===== src/rtl/wis_pkg.sv =====
package wis_pkg;

  // Strobes from the selection control to the state datapath.
  typedef struct packed {
    logic fire;   // a warp issues this cycle
    logic park;   // the issued instruction is a long-latency load
  } wis_strobe_t;

endpackage


===== src/rtl/wis_rr_pick.sv =====
module wis_rr_pick #(
  parameter int NUM_WARPS = 8,
  localparam int WID_W = $clog2(NUM_WARPS)
) (
  input  logic [NUM_WARPS-1:0] reqMask,
  input  logic [WID_W-1:0]     lastPtr,
  output logic                 anyReq,
  output logic [WID_W-1:0]     pickId
);

  // Scan upward from lastPtr+1 with wrap-around; the first set bit wins.
  always_comb begin
    int idx;
    anyReq = 1'b0;
    pickId = '0;
    for (int i = 0; i < NUM_WARPS; i++) begin
      idx = 32'(lastPtr) + 1 + i;
      if (idx >= NUM_WARPS) idx = idx - NUM_WARPS;
      if (!anyReq && reqMask[idx]) begin
        anyReq = 1'b1;
        pickId = idx[WID_W-1:0];
      end
    end
  end

endmodule


===== src/rtl/wis_ctrl.sv =====
module wis_ctrl
  import wis_pkg::*;
#(
  parameter int NUM_WARPS = 8,
  localparam int WID_W = $clog2(NUM_WARPS)
) (
  input  logic [NUM_WARPS-1:0] warpValid,
  input  logic [NUM_WARPS-1:0] warpIsLoad,
  input  logic [NUM_WARPS-1:0] stallVec,
  input  logic [WID_W-1:0]     lastPtr,
  output wis_strobe_t          strobe,
  output logic [WID_W-1:0]     issueId
);

  logic [NUM_WARPS-1:0] eligible;
  logic                 anyReady;
  logic [WID_W-1:0]     pickId;

  assign eligible = warpValid & ~stallVec;

  wis_rr_pick #(.NUM_WARPS(NUM_WARPS)) u_pick (
    .reqMask (eligible),
    .lastPtr (lastPtr),
    .anyReq  (anyReady),
    .pickId  (pickId)
  );

  always_comb begin
    strobe.fire = anyReady;
    strobe.park = anyReady & warpIsLoad[pickId];
    issueId     = anyReady ? pickId : '0;
  end

endmodule


===== src/rtl/wis_datapath.sv =====
module wis_datapath
  import wis_pkg::*;
#(
  parameter int NUM_WARPS = 8,
  localparam int WID_W = $clog2(NUM_WARPS)
) (
  input  logic                 clk,
  input  logic                 rstN,
  input  wis_strobe_t          strobe,
  input  logic [WID_W-1:0]     issueId,
  input  logic                 respValid,
  input  logic [WID_W-1:0]     respWarpId,
  output logic [NUM_WARPS-1:0] stallVec,
  output logic [WID_W-1:0]     lastPtr
);

  logic [NUM_WARPS-1:0] nextStall;
  logic                 respInRange;

  assign respInRange = respValid && (32'(respWarpId) < NUM_WARPS);

  // Wake first, then park: a load issued together with a response for the
  // same warp leaves it stalled.
  always_comb begin
    nextStall = stallVec;
    if (respInRange) nextStall[respWarpId] = 1'b0;
    if (strobe.park) nextStall[issueId] = 1'b1;
  end

  always_ff @(posedge clk) begin
    if (!rstN) begin
      stallVec <= '0;
      lastPtr  <= WID_W'(NUM_WARPS - 1);
    end else begin
      stallVec <= nextStall;
      if (strobe.fire) lastPtr <= issueId;
    end
  end

endmodule


===== src/rtl/warp_issue_sched.sv =====
module warp_issue_sched
  import wis_pkg::*;
#(
  parameter int NUM_WARPS = 8,
  localparam int WID_W = $clog2(NUM_WARPS)
) (
  input  logic                 clk,
  input  logic                 rstN,
  input  logic [NUM_WARPS-1:0] warpValid,
  input  logic [NUM_WARPS-1:0] warpIsLoad,
  input  logic                 respValid,
  input  logic [WID_W-1:0]     respWarpId,
  output logic                 issueValid,
  output logic [WID_W-1:0]     issueWarpId
);

  wis_strobe_t          strobe;
  logic [WID_W-1:0]     issueId;
  logic [NUM_WARPS-1:0] stallVec;
  logic [WID_W-1:0]     lastPtr;

  wis_ctrl #(.NUM_WARPS(NUM_WARPS)) u_ctrl (
    .warpValid  (warpValid),
    .warpIsLoad (warpIsLoad),
    .stallVec   (stallVec),
    .lastPtr    (lastPtr),
    .strobe     (strobe),
    .issueId    (issueId)
  );

  wis_datapath #(.NUM_WARPS(NUM_WARPS)) u_dp (
    .clk        (clk),
    .rstN       (rstN),
    .strobe     (strobe),
    .issueId    (issueId),
    .respValid  (respValid),
    .respWarpId (respWarpId),
    .stallVec   (stallVec),
    .lastPtr    (lastPtr)
  );

  assign issueValid  = strobe.fire;
  assign issueWarpId = issueId;

endmodule


===== config.mk =====
export PLATFORM = sky130hd
export DESIGN_NAME = warp_issue_sched
export DESIGN_NICKNAME = d
export VERILOG_FILES = /design/src/rtl/wis_pkg.sv /design/src/rtl/wis_rr_pick.sv /design/src/rtl/wis_ctrl.sv /design/src/rtl/wis_datapath.sv /design/src/rtl/warp_issue_sched.sv
export SDC_FILE = /design/constraint.sdc
export NUM_CORES = 1
export LEC_CHECK = 0
export BUFFER_PORTS_ARGS = -buffer_cell sky130_fd_sc_hd__buf_4
export CORE_AREA = 2 2 68 54
export DETAILED_ROUTE_END_ITERATION = 16
export DIE_AREA = 0 0 70 56
export PLACE_DENSITY = 0.71
export SYNTH_ARGS = -nofsm -noshare
export SYNTH_HDL_FRONTEND = slang
export SYNTH_HIERARCHICAL = 1
export SYNTH_SLANG_ARGS = --single-unit
export TNS_END_PERCENT = 100

===== constraint.sdc =====
create_clock -name clk -period 8.4 [get_ports clk]
set_clock_uncertainty 0.1 [all_clocks]
set_input_delay 0.42 -clock clk [delete_from_list [all_inputs] [get_ports clk]]
set_output_delay 0.42 -clock clk [all_outputs]
set_load 0.02 [all_outputs]

==> summary.md <==
| Metric | Value |
|---|---|
| Setup Viol. Count Final | `0` |
| Sequential share of the synthesized area | `13.9%` |
| CP Cell Sequence | `inv_1 -> ha_1 -> mux4_2 -> nor4_1 -> nor4_2 -> nor3_1 -> nand3b_1 -> and2_1 -> a22o_1 -> or4b_1 -> o22ai_1` |
| Starting Density | `about half` |
| Seq cells post-synth | `11` |
| Via count | `1520` |
| Initial antenna violation count | `0` |
| Syn_nets | `around 190` |
| Startpoint types | `register` |
| HPWL Detailed | `3310 µm` |
| Clock buffer depth | `2` |
| Nets@finish | `215` |
| CTS tree | `done` |
| Std cell rows | `18` |
| Critical path peak fanout | `24` |
| Final hold vios | `0` |
| R2R cell count | `11` |
| WP data arrival | `5.34 ns` |
| Critical path depth | `11` |
| Gpl congestion | `1.00` |
| WHS Path Cells | `2` |
| P&R area growth vs syn | `14.6%` |
| GRT overflow | `0` |
| First-pass GRT wire length | `just over 7000 µm` |
| Area of the core | `3200 µm²` |
| Worst Hold Class | `primary input to register` |
| CTS root buffer | `clkbuf_8` |
| Worst path bufs/invs | `1` |
| Most frequent cell after synthesis | `nand2_1` |
| Met3 usage | `~5.6%` |
| Post-place setup slack | `3.18 ns` |
| Worst hold slack | `0.328 ns` |
| Later-pin clock latency in the skew report | `about 0.24 ns` |
| Synth Flop Type | `dfxtp_1` |
| Worst path required time | `about 8.5 ns` |
| Area leader, netlist | `mux4_2` |
| Io pins | `26` |
| Most frequent cells after synthesis | `nand2_1 (18), mux4_2 (13), dfxtp_1 (11), mux2i_1 (11), nor2b_1 (9)` |
| Critical path's top delay family | `simple AND/OR/NAND/NOR gates` |
| Remaining antenna violation count | `0` |
| Endpoint type of the worst setup path | `register` |
| Vias/cell | `6.61` |
| Met1 Usage GRT | `approximately a third` |
| Setup WS post-layout | `3.13 ns` |
| CTS HTree Levels | `1` |
| # diodes | `0` |
| Chip Width | `70 µm` |
| Largest net degree at the start of global routing | `25` |
| Fin Setup TNS | `0 ns` |
| Max stage delay on crit path | `1.04 ns` |
| Drt wl/cell | `18.7 µm` |
| Vias in the first global route | `1489` |
| Status | `finished, final reports clean` |
| TritonCTS sink count | `11` |
| Worst slew pin tran | `approximately 1.1 ns` |
| Chip Height | `56 µm` |
| Sequential Area | `220 µm²` |
| Synth Instances | `170` |
| Share of layout cells above drive strength 1 | `between 20 and 30%` |
| Unrepaired setup endpoints after global routing | `no` |
| Synth unique cells | `51` |
| Crit share post-route | `62.8%` |
| Synth Cell Area | `~1600 µm²` |
| Synth warn | `6` |
| DRT iter0 DRCs | `171` |
| Total track usage | `~22%` |
| CTS Buf Count | `3` |
| Slowest cell on crit path | `dfxtp_1` |
| Worst-path clk slew | `0.05 ns` |
| Post-synth EDFFs | `0` |
| GR Util met2 | `32.2%` |
| Avg Inst Size Synth | `9.29 µm²` |
| PostCTS Resize Cnt | `0` |
| Max-slew violation count | `0` |
| Rel. slew slack | `27.6%` |
| Max Clk Rate | `190 MHz` |
| Multi-input logic area | `1270 µm²` |
| CTS Hold Bufs | `0` |
| Async S/R FF share, synth | `0%` |
| Port buffer count | `25` |
| Top Usage Layer GRT | `met1` |
| Min cycle time layout | `5.27 ns` |
| First-pass detailed-route iteration total | `4` |
| # fillers | `296` |
| Synth top area share | `18.5%` |
| Final WL | `4300 µm` |
| Die area | `3920 µm²` |
| Post-CTS setup buffer count | `0` |
| Crit Path Category | `register to register` |
| Synth area leaders | `mux4_2 (19%), dfxtp_1 (14%), mux2i_1 (7.0%)` |
| Maxcap violations | `0` |
| DRC viols | `0` |
[cell families (layout without fill, tap and decap cells)]
group	after synthesis	after routing	synth area share (%)
AOI/OAI and AO/OA	34	34	14.8
adders and majority gates	2	2	1.58
muxes	31	31	30.7
buffers and inverters	17	37	5.31
xor gates and xnor gates	3	3	3.01
DFF	11	11	13.9
and+or+nand+nor	72	72	30.6
[routing by layer]
metal / wire length, µm / vias to the layer above
li1: - / 712
met1: 2000 / 732
met2: 1880 / 74
met3: 396 / 2
met4: 12 / 0
met5: 0 / -
[worst register-to-register path, cell delays in order (launching register included)]
cell and delay, ns:
dfxtp_1 1.04, inv_1 0.16, ha_1 0.87, mux4_2 0.42, nor4_1 0.09, nor4_2 0.74
nor3_1 0.18, nand3b_1 0.36, and2_1 0.33, a22o_1 0.28, or4b_1 0.46, o22ai_1 0.16
[state kept, by name (all words and copies together), names as in the netlist]
signal / flops
u_dp/stallVec: 8
u_dp/lastPtr: 3
[stage by stage]
stage | cell area (µm²) | utilization, % | std cells
after CTS | 1810 | 56.6 | 230
after floorplan | 1580 | - | 170
after global placement | 1760 | 55.1 | 226
final | 1810 | 56.6 | 230
after detailed placement | 1760 | 55.1 | 226
after global routing | 1810 | 56.6 | 230
[placed cells by master (no fill, tap or decap), types with 6 or more instances in the layout]
cell type / netlist / routed
nor2b_1: 9 / 9
nand2_1: 18 / 18
nand3b_1: 6 / 6
mux4_2: 13 / 13
nor2_1: 6 / 6
buf_4: 1 / 25
dfxtp_1: 11 / 11
o21ai_0: 6 / 6
inv_1: 8 / 8
mux2i_1: 11 / 11
o32ai_1: 7 / 7
[cell type report]
| type | count | share of cell area (%) |
|---|---|---|
| clock buffers | 3 | 2.28 |
| clock inverters | 1 | 0.277 |
| inverters | 8 | 1.66 |
| multi-input cells | 142 | 70.5 |
| flip-flops and latches | 11 | 12.2 |
| well taps | 40 | 2.77 |
| repair buffers | 25 | 10.4 |
[final timing paths]
kind | start | to | slack (ns)
max | u_dp/lastPtr[0]$_SDFFE_PN1P_ | u_dp/stallVec[0]$_SDFF_PN0_ | 3.13
min | rstN | u_dp/lastPtr[0]$_SDFFE_PN1P_ | 0.33
max reg2reg | u_dp/lastPtr[0]$_SDFFE_PN1P_ | u_dp/stallVec[0]$_SDFF_PN0_ | 3.13
min reg2reg | u_dp/stallVec[0]$_SDFF_PN0_ | u_dp/stallVec[0]$_SDFF_PN0_ | 0.37
Power is not shown: default switching activity piles up to over one toggle a cycle in this logic, so the estimate is an artifact.
